==> src/rtl/aog_otr_counters.sv <==
module aog_otr_counters #(
  parameter int ID_W  = 4,
  parameter int CNT_W = 4,
  localparam int NUM_ID = 1 << ID_W
) (
  input  logic                           clk,
  input  logic                           rst_n,
  input  logic                           inc_i,
  input  logic [ID_W-1:0]                inc_id_i,
  input  logic                           dec_i,
  input  logic [ID_W-1:0]                dec_id_i,
  output logic [NUM_ID-1:0][CNT_W-1:0]   cnt_o
);
  localparam logic [CNT_W-1:0] CNT_MAX = '1;

  for (genvar g = 0; g < NUM_ID; g++) begin : g_id
    logic inc_hit, dec_hit;
    assign inc_hit = inc_i && (inc_id_i == ID_W'(g));
    assign dec_hit = dec_i && (dec_id_i == ID_W'(g));

    always_ff @(posedge clk) begin
      if (!rst_n) begin
        cnt_o[g] <= '0;
      end else begin
        case ({inc_hit, dec_hit})
          2'b10:   cnt_o[g] <= cnt_o[g] + 1'b1;
          2'b01:   cnt_o[g] <= cnt_o[g] - 1'b1;
          default: cnt_o[g] <= cnt_o[g];
        endcase
      end
    end

    // a new request is never let through onto a saturated counter
    assert_no_overflow_R9: assert property (@(posedge clk) disable iff (!rst_n)
      (inc_hit && !dec_hit) |-> (cnt_o[g] != CNT_MAX));
    // completions only arrive for issued requests
    assert_no_underflow_R2: assert property (@(posedge clk) disable iff (!rst_n)
      (dec_hit && !inc_hit) |-> (cnt_o[g] != '0));
  end
endmodule

==> src/rtl/aog_len_fifo.sv <==
module aog_len_fifo #(
  parameter int DEPTH = 4,
  parameter int LEN_W = 8,
  localparam int PTR_W = (DEPTH > 1) ? $clog2(DEPTH) : 1,
  localparam int CNT_W = $clog2(DEPTH + 1)
) (
  input  logic             clk,
  input  logic             rst_n,
  input  logic             push_i,
  input  logic [LEN_W-1:0] len_i,
  input  logic             pop_i,
  output logic [LEN_W-1:0] head_o,
  output logic             empty_o,
  output logic             full_o
);
  logic [LEN_W-1:0] mem [DEPTH];
  logic [PTR_W-1:0] wr_ptr, rd_ptr;
  logic [CNT_W-1:0] fill;

  function automatic logic [PTR_W-1:0] ptr_next(input logic [PTR_W-1:0] p);
    return (p == PTR_W'(DEPTH - 1)) ? '0 : p + 1'b1;
  endfunction

  assign empty_o = (fill == '0);
  assign full_o  = (fill == CNT_W'(DEPTH));
  assign head_o  = mem[rd_ptr];

  always_ff @(posedge clk) begin
    if (!rst_n) begin
      wr_ptr <= '0;
      rd_ptr <= '0;
      fill   <= '0;
    end else begin
      if (push_i) wr_ptr <= ptr_next(wr_ptr);
      if (pop_i)  rd_ptr <= ptr_next(rd_ptr);
      case ({push_i, pop_i})
        2'b10:   fill <= fill + 1'b1;
        2'b01:   fill <= fill - 1'b1;
        default: fill <= fill;
      endcase
    end
  end

  always_ff @(posedge clk) begin
    if (push_i) mem[wr_ptr] <= len_i;
  end

  assert_no_push_full_R10: assert property (@(posedge clk) disable iff (!rst_n)
    push_i |-> !full_o);
  assert_no_pop_empty_R8: assert property (@(posedge clk) disable iff (!rst_n)
    pop_i |-> !empty_o);
endmodule

==> src/rtl/aog_wbeat.sv <==
module aog_wbeat #(
  parameter int LEN_W = 8
) (
  input  logic             clk,
  input  logic             rst_n,
  input  logic [LEN_W-1:0] head_len_i,
  input  logic             beat_fire_i,
  output logic             last_o,
  output logic             burst_done_o
);
  logic [LEN_W-1:0] beat_idx;

  assign last_o       = (beat_idx == head_len_i);
  assign burst_done_o = beat_fire_i && last_o;

  always_ff @(posedge clk) begin
    if (!rst_n)            beat_idx <= '0;
    else if (burst_done_o) beat_idx <= '0;
    else if (beat_fire_i)  beat_idx <= beat_idx + 1'b1;
  end

  // the beat index never runs past the burst length
  assert_idx_in_burst_R7: assert property (@(posedge clk) disable iff (!rst_n)
    beat_fire_i |-> (beat_idx <= head_len_i));
endmodule

==> src/rtl/axi_order_guard.sv <==
module axi_order_guard #(
  parameter int ID_W       = 4,
  parameter int ADDR_W     = 32,
  parameter int DATA_W     = 32,
  parameter int LEN_W      = 8,
  parameter int CNT_W      = 4,
  parameter int WLEN_DEPTH = 4
) (
  input  logic              clk,
  input  logic              rst_n,
  input  logic [ID_W-1:0]   s_awid,
  input  logic [ADDR_W-1:0] s_awaddr,
  input  logic [LEN_W-1:0]  s_awlen,
  input  logic              s_awvalid,
  output logic              s_awready,
  input  logic [DATA_W-1:0] s_wdata,
  input  logic              s_wvalid,
  output logic              s_wready,
  output logic [ID_W-1:0]   s_bid,
  output logic              s_bvalid,
  input  logic              s_bready,
  input  logic [ID_W-1:0]   s_arid,
  input  logic [ADDR_W-1:0] s_araddr,
  input  logic [LEN_W-1:0]  s_arlen,
  input  logic              s_arvalid,
  output logic              s_arready,
  output logic [ID_W-1:0]   s_rid,
  output logic [DATA_W-1:0] s_rdata,
  output logic              s_rlast,
  output logic              s_rvalid,
  input  logic              s_rready,
  output logic [ID_W-1:0]   m_awid,
  output logic [ADDR_W-1:0] m_awaddr,
  output logic [LEN_W-1:0]  m_awlen,
  output logic              m_awvalid,
  input  logic              m_awready,
  output logic [DATA_W-1:0] m_wdata,
  output logic              m_wlast,
  output logic              m_wvalid,
  input  logic              m_wready,
  input  logic [ID_W-1:0]   m_bid,
  input  logic              m_bvalid,
  output logic              m_bready,
  output logic [ID_W-1:0]   m_arid,
  output logic [ADDR_W-1:0] m_araddr,
  output logic [LEN_W-1:0]  m_arlen,
  output logic              m_arvalid,
  input  logic              m_arready,
  input  logic [ID_W-1:0]   m_rid,
  input  logic [DATA_W-1:0] m_rdata,
  input  logic              m_rlast,
  input  logic              m_rvalid,
  output logic              m_rready
);
  localparam int NUM_ID = 1 << ID_W;
  localparam logic [CNT_W-1:0] CNT_MAX = '1;

  function automatic logic cnt_busy(input logic [CNT_W-1:0] c);
    return c != '0;
  endfunction
  function automatic logic cnt_full(input logic [CNT_W-1:0] c);
    return c == CNT_MAX;
  endfunction

  logic [NUM_ID-1:0][CNT_W-1:0] wr_cnt, rd_cnt;
  logic aw_fire, ar_fire, w_fire, b_fire, rlast_fire;
  logic aw_block, ar_block, ar_pass, ar_held, same_id;
  logic wl_empty, wl_full, wl_pop, beat_last;
  logic [LEN_W-1:0] wl_head;

  // named events
  assign aw_fire    = m_awvalid && m_awready;
  assign ar_fire    = m_arvalid && m_arready;
  assign w_fire     = m_wvalid && m_wready;
  assign b_fire     = m_bvalid && s_bready;
  assign rlast_fire = m_rvalid && s_rready && m_rlast;
  assign same_id    = (s_awid == s_arid);

  // hazard decisions
  assign aw_block = cnt_busy(rd_cnt[s_awid]) || cnt_full(wr_cnt[s_awid]) || wl_full
                    || (ar_held && same_id);
  assign ar_block = cnt_busy(wr_cnt[s_arid]) || cnt_full(rd_cnt[s_arid])
                    || (s_awvalid && same_id);
  assign ar_pass  = ar_held || !ar_block;

  always_ff @(posedge clk) begin
    if (!rst_n) ar_held <= 1'b0;
    else        ar_held <= m_arvalid && !m_arready;
  end

  // address channels
  assign m_awid    = s_awid;
  assign m_awaddr  = s_awaddr;
  assign m_awlen   = s_awlen;
  assign m_awvalid = s_awvalid && !aw_block;
  assign s_awready = m_awready && !aw_block;

  assign m_arid    = s_arid;
  assign m_araddr  = s_araddr;
  assign m_arlen   = s_arlen;
  assign m_arvalid = s_arvalid && ar_pass;
  assign s_arready = m_arready && ar_pass;

  // write data channel
  assign m_wdata  = s_wdata;
  assign m_wvalid = s_wvalid && !wl_empty;
  assign s_wready = m_wready && !wl_empty;
  assign m_wlast  = beat_last;

  // response channels
  assign s_bid    = m_bid;
  assign s_bvalid = m_bvalid;
  assign m_bready = s_bready;
  assign s_rid    = m_rid;
  assign s_rdata  = m_rdata;
  assign s_rlast  = m_rlast;
  assign s_rvalid = m_rvalid;
  assign m_rready = s_rready;

  aog_otr_counters #(.ID_W(ID_W), .CNT_W(CNT_W)) u_wr_cnt (
    .clk(clk), .rst_n(rst_n),
    .inc_i(aw_fire), .inc_id_i(m_awid),
    .dec_i(b_fire),  .dec_id_i(m_bid),
    .cnt_o(wr_cnt)
  );

  aog_otr_counters #(.ID_W(ID_W), .CNT_W(CNT_W)) u_rd_cnt (
    .clk(clk), .rst_n(rst_n),
    .inc_i(ar_fire),    .inc_id_i(m_arid),
    .dec_i(rlast_fire), .dec_id_i(m_rid),
    .cnt_o(rd_cnt)
  );

  aog_len_fifo #(.DEPTH(WLEN_DEPTH), .LEN_W(LEN_W)) u_wlen (
    .clk(clk), .rst_n(rst_n),
    .push_i(aw_fire), .len_i(m_awlen), .pop_i(wl_pop),
    .head_o(wl_head), .empty_o(wl_empty), .full_o(wl_full)
  );

  aog_wbeat #(.LEN_W(LEN_W)) u_wbeat (
    .clk(clk), .rst_n(rst_n),
    .head_len_i(wl_head), .beat_fire_i(w_fire),
    .last_o(beat_last), .burst_done_o(wl_pop)
  );

  assert_ar_cross_R2: assert property (@(posedge clk) disable iff (!rst_n)
    ar_fire |-> !cnt_busy(wr_cnt[m_arid]));
  assert_aw_cross_R3: assert property (@(posedge clk) disable iff (!rst_n)
    aw_fire |-> !cnt_busy(rd_cnt[m_awid]));
  assert_write_first_R6: assert property (@(posedge clk) disable iff (!rst_n)
    (s_awvalid && s_arvalid && same_id && !ar_held
     && !cnt_busy(wr_cnt[s_awid]) && !cnt_busy(rd_cnt[s_awid])) |-> !m_arvalid);
  assert_ar_hold_R11: assert property (@(posedge clk) disable iff (!rst_n)
    (m_arvalid && !m_arready) |=> (m_arvalid && $stable(m_arid)));
  assert_aw_hold_R11: assert property (@(posedge clk) disable iff (!rst_n)
    (m_awvalid && !m_awready) |=> (m_awvalid && $stable(m_awid)));
  assert_w_hold_R11: assert property (@(posedge clk) disable iff (!rst_n)
    (m_wvalid && !m_wready) |=> m_wvalid);
endmodule

==> config.mk <==
export PLATFORM = sky130hd
export DESIGN_NAME = axi_order_guard
export DESIGN_NICKNAME = d
export VERILOG_FILES = /design/src/rtl/aog_otr_counters.sv /design/src/rtl/aog_len_fifo.sv /design/src/rtl/aog_wbeat.sv /design/src/rtl/axi_order_guard.sv
export SDC_FILE = /design/constraint.sdc
export NUM_CORES = 1
export LEC_CHECK = 0
export BUFFER_PORTS_ARGS = -buffer_cell sky130_fd_sc_hd__buf_4
export CAP_MARGIN = 10
export CORE_MARGIN = 5
export CORE_UTILIZATION = 45
export DETAILED_ROUTE_END_ITERATION = 7
export PLACE_DENSITY = 0.72
export SYNTH_ARGS = -nofsm -noshare
export SYNTH_HDL_FRONTEND = slang
export SYNTH_HIERARCHICAL = 1
export SYNTH_SLANG_ARGS = --single-unit
==> constraint.sdc <==
create_clock -name clk -period 3.6 [get_ports clk]
set_input_delay 0.72 -clock clk [delete_from_list [all_inputs] [get_ports clk]]
set_output_delay 0.72 -clock clk [all_outputs]
set_load 0.01 [all_outputs]
After elaboration in Yosys (flattened, before gate mapping)
Memory sizes are Yosys's and may differ from the RTL's. A register that Yosys moved wholly into a read port is not among the register bits. Cells that the tools add are included.

Flip-flop bits (word level): 144. Bits in writable memories: 32. Bits of input ports: 173. Output and inout bits: 172. Memories: 1.

Memory list: u_wlen.mem (depth 4, bits a word 8, rd ports 1, clocked after memory_dff 1, wr ports 1, RTL line aog_len_fifo.sv:16) `logic [LEN_W-1:0] mem [DEPTH];`.

Add/subtract/negate cells: 69. Order comparisons: 2. Equality and inequality tests: 133. Mux-type cells: 47. Bitwise logic cells: 1. Reductions and logical operators: 131.

Operators by type and width (number): case mux 4 bit (2 select lines) (32); equality test 4 bit (second input constant) (34); adder 4 x 1 -> 4 bit (second input constant) (32); subtractor 4 x 1 -> 4 bit (second input constant) (32); logical AND 1 bit (80); equality test 2 bit (second input constant) (35); equality test 2 x 1 -> 1 bit (second input constant) (33); nonzero test 2 bit (33); binary-select mux 4 bit (select 4 bit) (4); equality test 4 x 3 -> 1 bit (second input constant) (16); equality test 4 x 2 -> 1 bit (second input constant) (8); equality test 4 x 1 -> 1 bit (second input constant) (4); logical NOT 4 bit (4); 2-to-1 mux 4 bit (4); less-than comparator 4 x 5 -> 1 bit (second input constant) (2); adder 8 x 1 -> 8 bit (second input constant) (1); equality test 8 bit (1); 2-to-1 mux 2 bit (4); nonzero test 4 bit (2); logical OR 1 bit (6); case mux 3 bit (2 select lines) (1); adder 2 x 1 -> 2 bit (second input constant) (2); equality test 4 bit (1); logical NOT 1 bit (4); other kinds (7) (8).

Depth between registers and ports, before layout
Gate-level depths: netlist (run 1).

Depth after elaboration: 12. Gate-level depth with buffers: 17.

Modules after synthesis
The synthesis (run 1) kept the hierarchy.

By module, submodules not included: aog_otr_counters (instances 2, cells an instance 497, area each 4439.3 µm², seq. area each 1281.2 µm²); axi_order_guard (instances 1, cells an instance 340, area each 2322.2 µm², seq. area each 20.0 µm²); aog_len_fifo (instances 1, cells an instance 89, area each 1621.6 µm², seq. area each 1141.1 µm²); aog_wbeat (instances 1, cells an instance 49, area each 435.4 µm², seq. area each 160.2 µm²).

Worst setup path before layout (run 1)
Ideal clock, no wire load.

Path kind: input port to flip-flop. Start point: input s_awid[0]. End point: register u_wr_cnt/cnt_o[14] in the netlist's numbering. Setup time: 70 ps. Arrival time: 3859 ps. Path slack: -329 ps. Stages on the path: 15. Buffers on the path: 0. Path through: or4_1 nor3_1 a311oi_1 a311oi_2 a211o_2 and4_1 nor3b_1 nand3_1 ha_1 xor2_1 ha_1 a21oi_1 xor2_1 or3_1 a21boi_1.

Word-level cells in the longest chain between the ends: 12.

RTL lines: from (decl) (RTL line axi_order_guard.sv:11) `input logic [ID_W-1:0] s_awid,`; binary-select mux 4 bit (select 4 bit) (RTL line axi_order_guard.sv:80) `assign aw_block = cnt_busy(rd_cnt[s_awid]) || cnt_full(wr_cnt[s_awid]) || wl_full`; 2-to-1 mux 4 bit (not written as such) (RTL line axi_order_guard.sv:80); equality test 4 bit or nonzero test 4 bit (tied branches) (RTL line axi_order_guard.sv:62, axi_order_guard.sv:59); logical OR 1 bit (2 in a row) (RTL line axi_order_guard.sv:80); logical OR 1 bit (*) (RTL line axi_order_guard.sv:81) `|| (ar_held && same_id);`; logical NOT 1 bit (*) (RTL line axi_order_guard.sv:95) `assign m_awvalid = s_awvalid && !aw_block;`; logical AND 1 bit (*) (RTL line axi_order_guard.sv:95); logical AND 1 bit (*) (RTL line axi_order_guard.sv:72) `assign aw_fire = m_awvalid && m_awready;`; named net aw_fire (RTL line axi_order_guard.sv:66) `logic aw_fire, ar_fire, w_fire, b_fire, rlast_fire;`; logical AND 1 bit (*) (RTL line aog_otr_counters.sv:18) `assign inc_hit = inc_i && (inc_id_i == ID_W'(g));`; equality test 2 x 1 -> 1 bit or equality test 2 bit (tied branches) (RTL line aog_otr_counters.sv:25) `case ({inc_hit, dec_hit})`; case mux 4 bit (2 select lines) or nonzero test 2 bit (tied branches); to (signal, indexed assignment) (RTL line aog_otr_counters.sv:26) `2'b10: cnt_o[g] <= cnt_o[g] + 1'b1;`; to (signal, indexed assignment) (RTL line aog_otr_counters.sv:27) `2'b01: cnt_o[g] <= cnt_o[g] - 1'b1;`; to (signal, indexed assignment) (RTL line aog_otr_counters.sv:28) `default: cnt_o[g] <= cnt_o[g];`; to (decl) (RTL line aog_otr_counters.sv:12) `output logic [NUM_ID-1:0][CNT_W-1:0] cnt_o`.

The timed path passes the listed nets; every way through them passes the cells marked *. The select of a mux whose other input is x is not followed. A chain may end at the register's enable or synchronous reset.

Worst setup path after layout (run 1)
Start point: register u_rd_cnt/cnt_o[62] in the netlist's numbering. End point: register u_rd_cnt/cnt_o[63] in the netlist's numbering.

Word-level cells in the longest chain between the ends: 12.

RTL lines: from (decl) (RTL line aog_otr_counters.sv:12); from (signal, indexed assignment) (RTL line aog_otr_counters.sv:26); from (signal, indexed assignment) (RTL line aog_otr_counters.sv:27); from (signal, indexed assignment) (RTL line aog_otr_counters.sv:28); binary-select mux 4 bit (select 4 bit) (*) (RTL line axi_order_guard.sv:82) `assign ar_block = cnt_busy(wr_cnt[s_arid]) || cnt_full(rd_cnt[s_arid])`; 2-to-1 mux 4 bit (not written as such) (*) (RTL line axi_order_guard.sv:82); equality test 4 bit (*) (RTL line axi_order_guard.sv:62) `return c == CNT_MAX;`; logical OR 1 bit (*) (RTL line axi_order_guard.sv:82); logical OR 1 bit (*) (RTL line axi_order_guard.sv:83) `|| (s_awvalid && same_id);`; logical NOT 1 bit (*) (RTL line axi_order_guard.sv:84) `assign ar_pass = ar_held || !ar_block;`; logical OR 1 bit (*) (RTL line axi_order_guard.sv:84); logical AND 1 bit (*) (RTL line axi_order_guard.sv:101) `assign m_arvalid = s_arvalid && ar_pass;`; logical AND 1 bit (*) (RTL line axi_order_guard.sv:73) `assign ar_fire = m_arvalid && m_arready;`; named net ar_fire (RTL line axi_order_guard.sv:66); logical AND 1 bit (*) (RTL line aog_otr_counters.sv:18); equality test 2 x 1 -> 1 bit or equality test 2 bit (tied branches) (RTL line aog_otr_counters.sv:25); case mux 4 bit (2 select lines) or nonzero test 2 bit (tied branches).

Marks and branches as above.

==> metrics.md, run 1 <==
| Metric | Value |
|---|---|
| Worst-skew pair later-pin latency | `440 ps` |
| R2r endpoint | `u_rd_cnt/cnt_o[63]$_SDFFE_PN0P_` |
| Vias per inst | `5.51` |
| Critical Path End Type | `register` |
| Worst R2R Path Depth | `15` |
| WP data arrival | `3870 ps` |
| Syn avg cell area | `9.01 um^2` |
| Area share of the largest cell type after synthesis | `22.0%` |
| CTS HTree Levels | `4` |
| Synth top cells by count | `166 x buf_4, 146 x dfxtp_1, 103 x ha_1` |
| Post-route ant nets | `0` |
| Max Slew Vio Count | `0` |
| Slew @ Worst Pin | `649 ps` |
| Initial core utilization | `45.8%` |
| Fin crit share | `97.0%` |
| CORE AREA | `28900 um^2` |
| Diode count | `0` |
| Num Clock Sinks | `178` |
| Startpoint Class | `register` |
| Drt initial violations | `737` |
| Vias | `10691` |
| Clock transition at path regs | `80 ps` |
| Io pins | `345` |
| Class of the worst hold path | `reg2reg` |
| Slew HR | `56.8%` |
| Total track usage | `19.4%` |
| Synthesis warning total | `6` |
| Post-synth EDFFs | `32` |
| Worst reg2reg setup slack | `110 ps` |
| Synth Flop Type | `dfxtp_1` |
| First-pass detailed-route iteration total | `5` |
| Total power | `4540 uW` |
| Post-synth cell types | `57` |
| Layout area overhead | `14.6%` |
| Syn nets | `1749` |
| HPWL Detailed | `25.3 mm` |
| Hold_buf cts | `0` |
| Max Root-Sink Buffers | `2` |
| Async set-reset flop share out of synthesis | `0%` |
| Total die area | `33000 um^2` |
| Crit path launch | `u_rd_cnt/cnt_o[62]$_SDFFE_PN0P_` |
| MaxCap Viol Count | `0` |
| CP endpoint | `u_rd_cnt/cnt_o[63]$_SDFFE_PN0P_` |
| Die width | `182 um` |
| Sequential share of the synthesized area | `29.3%` |
| Root Driver | `clkbuf_16` |
| Final Hold Fails | `0` |
| Leak | `0.00608 uW` |
| Routability cong. | `0.866` |
| CTS tree | `built` |
| Dominant cells by area after synthesis | `dfxtp_1 22%, ha_1 9.7%, buf_4 9.4%` |
| Initial antenna violation count | `0` |
| # rows | `62` |
| Pwr Density | `298 nW/um^2` |
| Hold slack | `484 ps` |
| GRT overflow | `0` |
| Area leader, netlist | `dfxtp_1` |
| Status | `complete, no violations` |
| Fill count | `2590` |
| Critical Path RT | `3980 ps` |
| Cell Area, Synth | `13300 um^2` |
| RR Startpoint | `u_rd_cnt/cnt_o[62]$_SDFFE_PN0P_` |
| Vias in the first global route | `10358` |
| DIE HEIGHT | `182 um` |
| Share of layout cells above drive strength 1 | `24.6%` |
| Worst-path fanout max | `6` |
| Register bit total from synthesis | `178` |
| Pin count of the biggest net entering global routing | `71` |
| Most instantiated library cell after synthesis | `buf_4` |
| PortBufs | `72` |
| Remaining routing DRC violations | `0` |
| F_max | `0.286 GHz` |
| Fin Clk Skew | `11.1 ps` |
| Cells after Synth | `1472` |
| Setup Crit Path Kind | `reg2reg` |
| Final min period | `3490 ps` |
| Nets@finish | `1819` |
| Worst IR Drop VDD | `0.239 mV` |
| Wire per inst | `17.1 um` |
| First-pass GRT wire length | `52.7 mm` |
| Final setup viols | `0` |
| Drt total wl | `33.2 mm` |
| Num CTS Buffers | `17` |
==> worst min-delay path by stage <==
stage                                          from                         endpoint  cells after the start
CTS                                      s_awlen[7]       u_wlen/mem[1][7]$_DFFE_PP_                      1
global route                             s_awlen[4]       u_wlen/mem[1][4]$_DFFE_PP_                      1
finish              u_rd_cnt/cnt_o[27]$_SDFFE_PN0P_  u_rd_cnt/cnt_o[27]$_SDFFE_PN0P_                      2
floorplan            u_rd_cnt/cnt_o[3]$_SDFFE_PN0P_   u_rd_cnt/cnt_o[3]$_SDFFE_PN0P_                      2
detailed placement  u_rd_cnt/cnt_o[11]$_SDFFE_PN0P_  u_rd_cnt/cnt_o[11]$_SDFFE_PN0P_                      2
global placement     u_wr_cnt/cnt_o[3]$_SDFFE_PN0P_   u_wr_cnt/cnt_o[3]$_SDFFE_PN0P_                      2
==> critical path: stages (launching register included) <==
cell and delay [ps]:
dfxtp_1 340, buf_4 160, nand4_1 180, o21ai_1 120, nor4_2 330, a211oi_1 150, o31ai_2 280, and3_4 240
and3_2 250, nand3_1 120, buf_4 150, ha_1 310, nor4b_1 350, o21ai_1 120, o31ai_1 120, mux2i_1 210
==> through the flow <==
stage / setup WS [ps] / cell area [um^2] / instances / utilization [%] / TNS (ps)
floorplan: -9.43 / 13300 / 1472 / - / -9.43
global placement: -335 / 14300 / 1907 / 49.5 / -15210
detailed placement: -456 / 14300 / 1907 / 49.5 / -21870
CTS: 32.0 / 15000 / 1939 / 51.8 / 0
global route: -50.1 / 15200 / 1939 / 52.5 / -436
finish: 107 / 15200 / 1939 / 52.5 / 0
==> layer usage <==
metal / wire length, um / vias to the layer above / share of wire [%] / GRT usage, %
met1: 14000 / 5053 / 42 / 23.8
met4: 1340 / 0 / 4.1 / 9.04
met2: 15900 / 301 / 48 / 32.8
met5: 0 / - / 0 / 0
met3: 1860 / 115 / 5.6 / 3.54
li1: - / 5222 / - / -
==> cells by family (layout without fill, tap and decap cells) <==
group                    Yosys count  in the layout  synth area share (%)
AND/OR/NAND/NOR                  545            545                  23.7
AO/OA/AOI/OAI                    230            230                  11.4
buffers and inverters            222            305                  11.3
flip-flops                       178            178                  29.3
XOR/XNOR                         117            117                  7.73
adder cells (fa/ha/maj)          104            104                  9.87
multiplexers                      76             76                  6.59
==> cell usage in the layout, fill, tap and decap left out, drive strengths merged, types with 38 or more instances in the layout <==
cell type / Yosys / routed
a21oi: 46 / 46
and2: 42 / 42
buf: 198 / 262
dfxtp: 146 / 146
ha: 103 / 103
mux2i: 67 / 67
nand2: 98 / 98
nand2b: 38 / 38
nor2: 54 / 54
nor2b: 101 / 101
o21ai: 84 / 84
or3: 45 / 45
xnor2: 45 / 45
xor2: 72 / 72
==> timing repair <==
action | 4_1_cts | 5_1_grt
setup buffers | 0 | 0
pin swaps | 0 | 12
cloned | 0 | 0
endpoints found under the setup margin | 10 | 55
resized for setup | 5 | 40
==> where the power goes <==
part	switching [uW]	total, uW	internal (uW)
combinational	235	439	205
clock	914	2040	1130
sequential	14.9	2060	2040
==> sequential cells by signal (all words and copies together) (netlist names), named ones only <==
name and cells:
u_wr_cnt/cnt_o 64, u_wlen/wr_ptr 2, u_wbeat/beat_idx 8, u_rd_cnt/cnt_o 64
u_wlen/mem 32, u_wlen/fill 3, u_wlen/rd_ptr 2, ar_held 1
==> final cells by class <==
cell class,count,area [um^2],area share (%)
Sequential cell,178,3880,25.6
Multi-Input combinational cell,1072,8160,53.7
Timing Repair Buffer,262,1990,13.1
Clock inverter,13,186,1.23
Inverter,11,41.3,0.272
Tap cell,384,480,3.16
Clock buffer,19,464,3.05
No activity file was read; power rests on OpenSTA's default activity.
==> inputs of run 2 (changes only) <==
GPL_TIMING_DRIVEN = 0   (was not set)
==> metrics.md, run 2 (synthesized netlist as in run 1, its figures left out) <==
| Metric | Value |
|---|---|
| Slew @ Worst Pin | `749 ps (was 649 ps)` |
| Unrepaired setup endpoints after global routing | `true` |
| Nets@finish | `2015 (was 1819)` |
| Share of layout cells above drive strength 1 | `39.3% (was 24.6%)` |
| Vias per inst | `5.48 (was 5.51)` |
| CTS tree | `built (unchanged)` |
| Initial antenna violation count | `1 (was 0)` |
| Sum of negative setup slack | `-35.0 ps (was 0 ps)` |
| Failing checks | `setup timing` |
| CTS HTree Levels | `4 (unchanged)` |
| Total track usage | `20.6% (was 19.4%)` |
| Critical Path End Type | `register (unchanged)` |
| Pwr Density | `268 nW/um^2 (was 298 nW/um^2)` |
| Routability cong. | `0.845 (was 0.866)` |
| Post-route ant nets | `0 (unchanged)` |
| Hold_buf cts | `0 (unchanged)` |
| Worst-skew pair later-pin latency | `440 ps (about the same)` |
| # rows | `62 (unchanged)` |
| F_max | `0.277 GHz (was 0.286 GHz)` |
| Num Clock Sinks | `178 (unchanged)` |
| Max Slew Vio Count | `0 (unchanged)` |
| Initial core utilization | `45.8% (unchanged)` |
| MaxCap Viol Count | `0 (unchanged)` |
| Slew HR | `50.1% (was 56.8%)` |
| Vias in the first global route | `10853 (was 10358)` |
| DP Cell Count | `2064 (was 1907)` |
| Max Root-Sink Buffers | `2 (unchanged)` |
| First-pass GRT wire length | `55.8 mm (was 52.7 mm)` |
| Worst IR Drop VDD | `0.275 mV (was 0.239 mV)` |
| Drt initial violations | `742 (was 737)` |
| Biggest regs | `u_rd_cnt/cnt_o x64, u_wr_cnt/cnt_o x64, u_wlen/mem x32 (unchanged)` |
| Leak | `0.00703 uW (was 0.00608 uW)` |
| Total power | `4670 uW (was 4540 uW)` |
| Non-Filler Instances | `2136 (was 1939)` |
| Fill count | `2341 (was 2590)` |
| Total die area | `33000 um^2 (unchanged)` |
| Fin crit share | `100% (was 97.0%)` |
| Clock transition at path regs | `70 ps (was 80 ps)` |
| Worst-path fanout max | `7 (was 6)` |
| Final WS setup | `-9.69 ps (was 107 ps)` |
| Post-DP Area | `15400 um^2 (was 14300 um^2)` |
| GRT overflow | `0 (unchanged)` |
| Remaining routing DRC violations | `0 (unchanged)` |
| Vias | `11708 (was 10691)` |
| Final Hold Fails | `0 (unchanged)` |
| Critical Path RT | `3970 ps (was 3980 ps)` |
| Status | `finished with violations (was complete, no violations)` |
| Worst reg2reg setup slack | `20 ps (was 110 ps)` |
| Startpoint Class | `primary input (was register)` |
| WP data arrival | `3980 ps (was 3870 ps)` |
| PortBufs | `208 (was 72)` |
| Final setup viols | `5 (was 0)` |
| HPWL Detailed | `27.1 mm (was 25.3 mm)` |
| Most common cell after layout, fill and taps aside | `buf_4 (unchanged)` |
| Pin count of the biggest net entering global routing | `26 (was 71)` |
| Layout area overhead | `31.3% (was 14.6%)` |
| Root Driver | `clkbuf_16 (unchanged)` |
| CORE AREA | `28900 um^2 (unchanged)` |
| First-pass detailed-route iteration total | `5 (unchanged)` |
| Fin Clk Skew | `11.7 ps (was 11.1 ps)` |
| Most frequent cells in the layout | `408 x buf_4, 126 x dfxtp_1, 100 x nor2b_1 (was 259 x buf_4, 146 x dfxtp_1, 101 x nor2b_1)` |
| Die width | `182 um (unchanged)` |
| DIE HEIGHT | `182 um (unchanged)` |
| Setup Crit Path Kind | `in2reg (was reg2reg)` |
| Class of the worst hold path | `reg2reg (unchanged)` |
| Wire per inst | `17.6 um (was 17.1 um)` |
| Num CTS Buffers | `17 (unchanged)` |
| Final min period | `3610 ps (was 3490 ps)` |
| Post-route cell area | `17400 um^2 (was 15200 um^2)` |
| Io pins | `345 (unchanged)` |
| Drt total wl | `37.6 mm (was 33.2 mm)` |
## run 2: cell types whose count changed in the layout (fill, tap and decap cells not counted), sizes merged
cell and change:
clkinv -2, buf +182, diode +1, clkbuf +14
clkinvlp +4, bufinv -2
## run 2: critical path: stages
cell and delay [ps]:
buf_16 110, buf_12 130, buf_6 120, buf_8 130, a22oi_2 100, a211oi_2 290
o21ai_2 130, a41oi_2 280, and4_4 300, nor3b_4 230, buf_6 140, nand2_4 50
ha_4 210, xor2_2 120, ha_2 190, a21oi_2 40, xor2_1 180, or3_1 370
a21boi_1 120
## run 2: what timing repair did
| action | CTS | global route |
|---|---|---|
| setup buffers | 5 | 36 |
| gates resized for setup | 45 | 207 |
| setup endpoints to repair | 101 | 63 |
| pin swaps | 10 | 58 |
| gates cloned | 0 | 1 |
## run 2: through the flow
step	setup WS (ps)	hold WS [ps]	utilization [%]
finish	-9.69	485	60.1
global route	-135	480	60.1
global placement	-1020	463	53.1
detailed placement	-1060	471	53.1
floorplan	-9.43	450	-
CTS	0.501	473	55.9
## run 2: area by class of cell
class	count	area, um^2	share of cell area (%)
Clock inverter	13	115	0.661
Tap cell	384	480	2.76
Clock buffer	19	454	2.61
Buffer	209	1510	8.69
Timing Repair Buffer	249	1950	11.2
Inverter	11	41.3	0.237
Multi-Input combinational cell	1072	8930	51.3
Sequential cell	178	3920	22.5
Antenna cell	1	2.50	0.0144
## run 2: path summary, 6_finish.rpt
path                                endpoint                             from  cells past startpoint
max          u_wr_cnt/cnt_o[10]$_SDFFE_PN0P_                        s_awid[0]                     19
min          u_rd_cnt/cnt_o[51]$_SDFFE_PN0P_  u_rd_cnt/cnt_o[51]$_SDFFE_PN0P_                      2
max reg2reg  u_wr_cnt/cnt_o[10]$_SDFFE_PN0P_  u_rd_cnt/cnt_o[63]$_SDFFE_PN0P_                     16
min reg2reg  u_rd_cnt/cnt_o[51]$_SDFFE_PN0P_  u_rd_cnt/cnt_o[51]$_SDFFE_PN0P_                      2
## run 2: where the power goes
| part | internal, uW | switching, uW | leakage [uW] |
|---|---|---|---|
| clock | 950 | 876 | 0.000269 |
| sequential | 2040 | 20.8 | 0.00148 |
| combinational | 418 | 364 | 0.00528 |
## run 2: layer usage
layer | up-vias | track usage (%) | wire length [um]
li1 | 5624 | - | -
met1 | 5583 | 25.3 | 15000
met2 | 452 | 36.4 | 19200
met3 | 49 | 3.42 | 2650
met4 | 0 | 6.99 | 692
met5 | - | 0 | 0
